===== src/rtl/angc_pkg.sv =====
package angc_pkg;
  typedef enum logic [1:0] {
    VIEW_COARSE = 2'd0,
    VIEW_HIGH   = 2'd1,
    VIEW_LOW    = 2'd2,
    VIEW_WIDE   = 2'd3
  } view_e;
endpackage


===== src/rtl/angc_merge.sv =====
module angc_merge #(
  parameter int ANG_W = 16,
  parameter int MAX_K = 8,
  parameter int K_W   = 4,
  localparam int OUT_W = ANG_W + MAX_K
) (
  input  logic [ANG_W-1:0] coarse,
  input  logic [ANG_W-1:0] fine,
  input  logic [K_W-1:0]   k_raw,
  output logic [OUT_W-1:0] ang
);
  logic [K_W-1:0]   k_eff;
  logic [OUT_W-1:0] cand [MAX_K+1];

  assign k_eff = (k_raw > K_W'(MAX_K)) ? K_W'(MAX_K) : k_raw;

  generate
    for (genvar g = 0; g <= MAX_K; g++) begin : g_ratio
      if (g == 0) begin : g_single
        assign cand[g] = OUT_W'(coarse) << MAX_K;
      end else begin : g_multi
        localparam int NW = ANG_W + g;
        logic [NW-1:0]    scaled;
        logic [NW-1:0]    merged;
        logic [ANG_W-1:0] delta;
        assign scaled  = {coarse, {g{1'b0}}};
        assign delta   = fine - scaled[ANG_W-1:0];
        assign merged  = scaled + {{g{delta[ANG_W-1]}}, delta};
        assign cand[g] = OUT_W'(merged) << (MAX_K - g);
      end
    end
  endgenerate

  assign ang = cand[k_eff];
endmodule


===== src/rtl/angc_commit.sv =====
module angc_commit #(
  parameter int ANG_W = 16,
  parameter int MAX_K = 8,
  localparam int OUT_W = ANG_W + MAX_K
) (
  input  logic             clk,
  input  logic             rst_n,
  input  logic             smp_valid,
  input  logic [OUT_W-1:0] ang_in,
  input  logic [ANG_W-1:0] coarse_in,
  input  logic             hold_in,
  input  logic             low_rd,
  output logic [OUT_W-1:0] ang_q,
  output logic [ANG_W-1:0] coarse_q
);
  logic             freeze;
  logic             pend_q, pend_d;
  logic [OUT_W-1:0] pang_q, pang_d, ang_d;
  logic [ANG_W-1:0] pco_q, pco_d, co_d;
  logic             out_en, pend_en;

  assign freeze = hold_in | low_rd;

  always_comb begin
    pend_d  = pend_q;
    pang_d  = pang_q;
    pco_d   = pco_q;
    ang_d   = ang_q;
    co_d    = coarse_q;
    out_en  = 1'b0;
    pend_en = 1'b0;
    if (freeze) begin
      if (smp_valid) begin
        pend_d  = 1'b1;
        pang_d  = ang_in;
        pco_d   = coarse_in;
        pend_en = 1'b1;
      end
    end else if (smp_valid) begin
      ang_d   = ang_in;
      co_d    = coarse_in;
      out_en  = 1'b1;
      pend_d  = 1'b0;
      pend_en = 1'b1;
    end else if (pend_q) begin
      ang_d   = pang_q;
      co_d    = pco_q;
      out_en  = 1'b1;
      pend_d  = 1'b0;
      pend_en = 1'b1;
    end
  end

  always_ff @(posedge clk or negedge rst_n) begin
    if (!rst_n) begin
      ang_q    <= '0;
      coarse_q <= '0;
    end else if (out_en) begin
      ang_q    <= ang_d;
      coarse_q <= co_d;
    end
  end

  always_ff @(posedge clk or negedge rst_n) begin
    if (!rst_n) begin
      pend_q <= 1'b0;
      pang_q <= '0;
      pco_q  <= '0;
    end else if (pend_en) begin
      pend_q <= pend_d;
      pang_q <= pang_d;
      pco_q  <= pco_d;
    end
  end


  frozen_stable_chk: assert property (@(posedge clk) disable iff (!rst_n)
    freeze |=> ($stable(ang_q) && $stable(coarse_q)));


  direct_commit_chk: assert property (@(posedge clk) disable iff (!rst_n)
    (smp_valid && !freeze) |=> (ang_q == $past(ang_in) && coarse_q == $past(coarse_in)));
endmodule


===== src/rtl/angc_regread.sv =====
module angc_regread
  import angc_pkg::*;
#(
  parameter int ANG_W  = 16,
  parameter int MAX_K  = 8,
  parameter int ADDR_W = 3,
  parameter int RD_W   = 32,
  localparam int OUT_W = ANG_W + MAX_K
) (
  input  logic              clk,
  input  logic              rst_n,
  input  logic              rd_en,
  input  logic [ADDR_W-1:0] rd_addr,
  input  logic              low_rd,
  input  logic              high_rd,
  input  logic [OUT_W-1:0]  ang_q,
  input  logic [ANG_W-1:0]  coarse_q,
  output logic              hold_q,
  output logic [RD_W-1:0]   rd_data
);
  logic             hold_d;
  logic [ANG_W-1:0] snap_q, snap_d;
  logic [RD_W-1:0]  data_d;
  logic [ANG_W-1:0] high_now;

  assign high_now = ang_q[OUT_W-1 -: ANG_W];

  always_comb begin
    hold_d = hold_q;
    if (low_rd)       hold_d = 1'b1;
    else if (high_rd) hold_d = 1'b0;
    snap_d = low_rd ? high_now : snap_q;
    data_d = '0;
    if (rd_addr < ADDR_W'(4)) begin
      case (view_e'(rd_addr[1:0]))
        VIEW_COARSE: data_d = RD_W'(coarse_q);
        VIEW_HIGH:   data_d = RD_W'(hold_q ? snap_q : high_now);
        VIEW_LOW:    data_d = RD_W'(ang_q[MAX_K-1:0]) << (ANG_W - MAX_K);
        VIEW_WIDE:   data_d = RD_W'(ang_q) << (RD_W - OUT_W);
        default:     data_d = '0;
      endcase
    end
  end

  always_ff @(posedge clk or negedge rst_n) begin
    if (!rst_n) begin
      hold_q <= 1'b0;
      snap_q <= '0;
    end else begin
      hold_q <= hold_d;
      snap_q <= snap_d;
    end
  end

  always_ff @(posedge clk or negedge rst_n) begin
    if (!rst_n)     rd_data <= '0;
    else if (rd_en) rd_data <= data_d;
  end


  split_match_chk: assert property (@(posedge clk) disable iff (!rst_n)
    (high_rd && hold_q) |=> (rd_data[ANG_W-1:0] == $past(snap_q)));


  unmapped_zero_chk: assert property (@(posedge clk) disable iff (!rst_n)
    (rd_en && rd_addr >= ADDR_W'(4)) |=> (rd_data == '0));


  low_pad_chk: assert property (@(posedge clk) disable iff (!rst_n)
    low_rd |=> (rd_data[ANG_W-MAX_K-1:0] == '0 && rd_data[RD_W-1:ANG_W] == '0));
endmodule


===== src/rtl/angle_pair_combiner.sv =====
module angle_pair_combiner
  import angc_pkg::*;
#(
  parameter int ANG_W  = 16,
  parameter int MAX_K  = 8,
  parameter int K_W    = 4,
  parameter int ADDR_W = 3,
  parameter int RD_W   = 32
) (
  input  logic              clk,
  input  logic              rst_n,
  input  logic              smp_valid,
  input  logic [ANG_W-1:0]  coarse_ang,
  input  logic [ANG_W-1:0]  fine_ang,
  input  logic [K_W-1:0]    ratio_log2,
  input  logic              rd_en,
  input  logic [ADDR_W-1:0] rd_addr,
  output logic [RD_W-1:0]   rd_data
);
  localparam int OUT_W = ANG_W + MAX_K;

  logic [1:0]       rst_sync;
  logic             rst_s;
  logic [OUT_W-1:0] ang_new, ang_q;
  logic [ANG_W-1:0] coarse_q;
  logic             hold_q, low_rd, high_rd;

  always_ff @(posedge clk or negedge rst_n) begin
    if (!rst_n) rst_sync <= 2'b00;
    else        rst_sync <= {rst_sync[0], 1'b1};
  end
  assign rst_s = rst_sync[1];

  assign low_rd  = rd_en && (rd_addr == ADDR_W'(VIEW_LOW));
  assign high_rd = rd_en && (rd_addr == ADDR_W'(VIEW_HIGH));

  angc_merge #(.ANG_W(ANG_W), .MAX_K(MAX_K), .K_W(K_W)) u_merge (
    .coarse (coarse_ang),
    .fine   (fine_ang),
    .k_raw  (ratio_log2),
    .ang    (ang_new)
  );

  angc_commit #(.ANG_W(ANG_W), .MAX_K(MAX_K)) u_commit (
    .clk       (clk),
    .rst_n     (rst_s),
    .smp_valid (smp_valid),
    .ang_in    (ang_new),
    .coarse_in (coarse_ang),
    .hold_in   (hold_q),
    .low_rd    (low_rd),
    .ang_q     (ang_q),
    .coarse_q  (coarse_q)
  );

  angc_regread #(.ANG_W(ANG_W), .MAX_K(MAX_K), .ADDR_W(ADDR_W), .RD_W(RD_W)) u_read (
    .clk      (clk),
    .rst_n    (rst_s),
    .rd_en    (rd_en),
    .rd_addr  (rd_addr),
    .low_rd   (low_rd),
    .high_rd  (high_rd),
    .ang_q    (ang_q),
    .coarse_q (coarse_q),
    .hold_q   (hold_q),
    .rd_data  (rd_data)
  );
endmodule


===== config.mk =====
export PLATFORM = sky130hd
export DESIGN_NAME = angle_pair_combiner
export DESIGN_NICKNAME = d
export VERILOG_FILES = /design/src/rtl/angc_pkg.sv /design/src/rtl/angc_merge.sv /design/src/rtl/angc_commit.sv /design/src/rtl/angc_regread.sv /design/src/rtl/angle_pair_combiner.sv
export SDC_FILE = /design/constraint.sdc
export NUM_CORES = 1
export LEC_CHECK = 0
export BUFFER_PORTS_ARGS = -buffer_cell sky130_fd_sc_hd__buf_2
export CAP_MARGIN = 30
export CORE_ASPECT_RATIO = 1.75
export CORE_MARGIN = 5
export CORE_UTILIZATION = 45
export DETAILED_ROUTE_END_ITERATION = 7
export PLACE_DENSITY = 0.57
export SETUP_SLACK_MARGIN = 0.05
export SLEW_MARGIN = 20
export SYNTH_ARGS = -nofsm -noshare
export SYNTH_HDL_FRONTEND = slang
export SYNTH_HIERARCHICAL = 1
export SYNTH_SLANG_ARGS = --single-unit

===== constraint.sdc =====
create_clock -name clk -period 8 [get_ports clk]
set_clock_uncertainty 0.05 [all_clocks]
set_input_delay 0.4 -clock clk [delete_from_list [all_inputs] [get_ports clk]]
set_output_delay 0.4 -clock clk [all_outputs]
set_load 0.01 [all_outputs]

==> flow_summary.yaml <==
status:
  status: "finished, final reports clean"
pwr:
  powerDensity_mw_per_mm2: 233
  p_leak_nw: 7.84
  ir_worst_vdd_mv: 0.135
finish:
  fin_nets: 2128
  final_util_pct: 49.5
  drive_above_1_share_pct: 16.5
  fin_cells: 2333
  diodes: 0
  final_cell_mix: "ha_1 (214), nor2_1 (141), mux2_2 (136)"
  final_common_cell: "ha_1"
  area_growth_pct: 8.45
logic_synthesis:
  ys_warn_count: 6
  synth_nets: 2068
  syn-cell-area_sq_mm: 0.0161
  synth-seq-cells: 132
  synthTopCellsByArea: "dfrtp_1 (20%), ha_1 (17%), mux2_2 (9.5%), xnor2_1 (6.6%), a21oi_1 (4.0%)"
  synth_edf_count: 0
  synth_top_area_share_pct: 20.5
  synthCells: 1795
  syn-mean-instance-area_sq_um: 8.98
  synth_ff_type: "dfrtp_1"
  ys_seq_area_share_pct: 20.5
  synth_top_area_cell: "dfrtp_1"
  ys_async_sr_fraction_pct: 100
  ys_types: 93
timing:
  maxSlewHeadroom_pct: 38.0
  grt_setup_unrepaired: "false"
  setup_violations: 0
  max_freq_mhz: 169
  finalCritPeriodShare_pct: 73.8
  fin_crit_ns: 5.91
  fin_tns_setup_ns: 0
  drv_slew: 0
  finalHoldViolations: 0
  setup_slack_ns: 2.09
  tightestPinTransition_ns: 0.927
min_path:
  hold_path.class: "in -> reg"
placed_design:
  gp_congestion: 0.932
  dpl.hpwl_mm: 41.2
  dp_cells: 2297
  dp_slack_ns: 1.76
  port_buffers: 74
die:
  die_h_um: 260
  dieArea_sq_mm: 0.0398
  top_level_ports: 75
  coreArea_sq_mm: 0.0353
  start_util_pct: 45.7
  rows: 91
  die_w_um: 153
cts:
  clockBufferDepth: 2
  clock-sinks: 132
  h-tree-depth: 4
  tritoncts: "done"
  cts_inserted_buffers: 17
  clock_latency_ns: 0.42
  cts_root_buf: "clkbuf_16"
  clk_pin_slew_ns: 0.06
setup_path:
  critPathLaunchType: "primary input"
  timing.rr.start: "u_read/hold_q$_DFFE_PN0P_"
  critPathLaunch: "coarse_ang[1]"
  ff2ff_path_depth: 4
  r2r_end: "u_commit/coarse_q[10]$_DFFE_PN0P_"
  r2r_setup_slack_ns: 6.10
  cpLargestDelayFamily: "compound AO/OA/AOI/OAI gates"
  crit_path_end_kind: "flop"
  worstPathRequired_ns: 8.26
  crit_fanout: 27
  path_class: "in -> reg"
  path_cells: "buf_2 > inv_1 > ha_1 > nor2b_1 > o31a_1 > o41ai_1 > o21bai_1 > a21o_1 > a21oi_1 > xnor2_1 > ha_1 > a21oi_1 > nor3b_1 > o21ai_1 > nand3_1 > a21boi_0 > o31a_1 > o22ai_1 > a211oi_1 > a211o_1 > mux2_2 > mux2_2"
  cp.depth: 22
  crit_arrival_ns: 6.16
  cp_num_buf_inv: 2
  max_stage_delay_ns: 0.68
  cp_slowest_cell: "o41ai_1"
  crit_end: "u_commit/ang_q[20]$_DFFE_PN0P_"
global_route:
  grt_pass1_wl_mm: 80.4
  overflow: 0
  grt_max_degree: 76
  antenna_found_initial: 0
  grt_pass1_vias: 14500
  grt_usage_pct: 25.6
route:
  wl_per_cell_um: 22.3
  totalWireLength_mm: 52.1
  antenna_left: 0
  remaining_drc_errors: 0
  vias_per_cell: 6.11
  drt_iter0_drc: 759
  routed-via-count: 14300
  drt-pass1-iter-count: 5
flow_run:
  maxCapViolations: 0
-- worst reg2reg max path, stage by stage, from the launching register on --
cell and delay, ns:
dfrtp_1 0.35, buf_4 0.24, nor3_4 0.19, buf_4 0.54, mux2_2 0.42
-- area by class of cell --
type | count | area (sq um)
Clock buffer | 23 | 468
Clock inverter | 9 | 80.1
Fill cell | 3481 | 17800
Inverter | 64 | 240
Multi-Input combinational cell | 1548 | 12300
Sequential cell | 132 | 3310
Tap cell | 465 | 582
Timing Repair Buffer | 92 | 536
-- sequential cells by signal, summed over array words and instances, names as in the netlist --
name and count:
u_commit/coarse_q 16, u_commit/ang_q 24, u_commit/pang_q 24, u_read/snap_q 16
u_commit/pco_q 16, rst_sync 2, u_commit/pend_q 1, u_read/hold_q 1
u_read/rd_data 32
-- through the flow --
step / power, mW / hold WS (ns) / area [sq um]
global placement: 3.28 / 0.135 / 16900
floorplan: 2.75 / 0.0544 / 16100
global route: 4.36 / 0.211 / 17500
finish: 4.07 / 0.199 / 17500
detailed placement: 3.33 / 0.136 / 16900
CTS: 4.08 / 0.181 / 17400
-- routing by layer --
metal | routed length (um) | track usage (%)
met4 | 2640 | 13.0
met3 | 1990 | 2.19
met1 | 19200 | 26.8
met2 | 28300 | 50.2
met5 | 0 | 0
-- Yosys cell counts (all sizes together) (26+ instances only) --
master  instances
nor2b          32
o21ai         125
nor2          143
ha            214
nand3          37
mux2          145
dfrtp         132
nor3           44
clkbuf         30
xor2           45
nand2b         26
a21oi         129
inv            64
nand2         105
a21o           50
o21a           31
xnor2         124
a211oi         30
-- worst min path at each step --
stage	cells past startpoint	startpoint	slack [ns]	endpoint
3_3_place_gp	1	rst_n	0.13	rst_sync[0]$_DFF_PN0_
6_report	2	rd_en	0.20	u_read/rd_data[15]$_DFFE_PN0P_
4_1_cts	2	rd_en	0.18	u_read/rd_data[15]$_DFFE_PN0P_
3_5_place_dp	1	rst_n	0.14	rst_sync[0]$_DFF_PN0_
5_1_grt	2	rd_en	0.21	u_read/rd_data[15]$_DFFE_PN0P_
2_1_floorplan	0	rst_n	0.05	rst_sync[0]$_DFF_PN0_
-- what timing repair did --
item,4_1_cts,5_1_grt
setup buffers,0,0
resized for setup,0,0
hold buffers,1,0
hold endpoints to repair,2,0
-- power by group --
part	internal, mW	total [mW]	switching [mW]
registers	0.905	1.07	0.170
clock network	0.441	0.727	0.286
logic	1.05	2.27	1.22
total	2.40	4.07	1.68
-- logic make-up after synthesis --
group                      share of synthesized area [%]
AOI/OAI and AO/OA                                   22.3
xor gates and xnor gates                            9.61
adders and majority gates                           18.6
buffers and inverters                               3.49
DFF                                                 20.5
muxes                                               12.5
other                                             0.0233
and+or+nand+nor                                     12.9
Power figures use the tool's default switching activity.
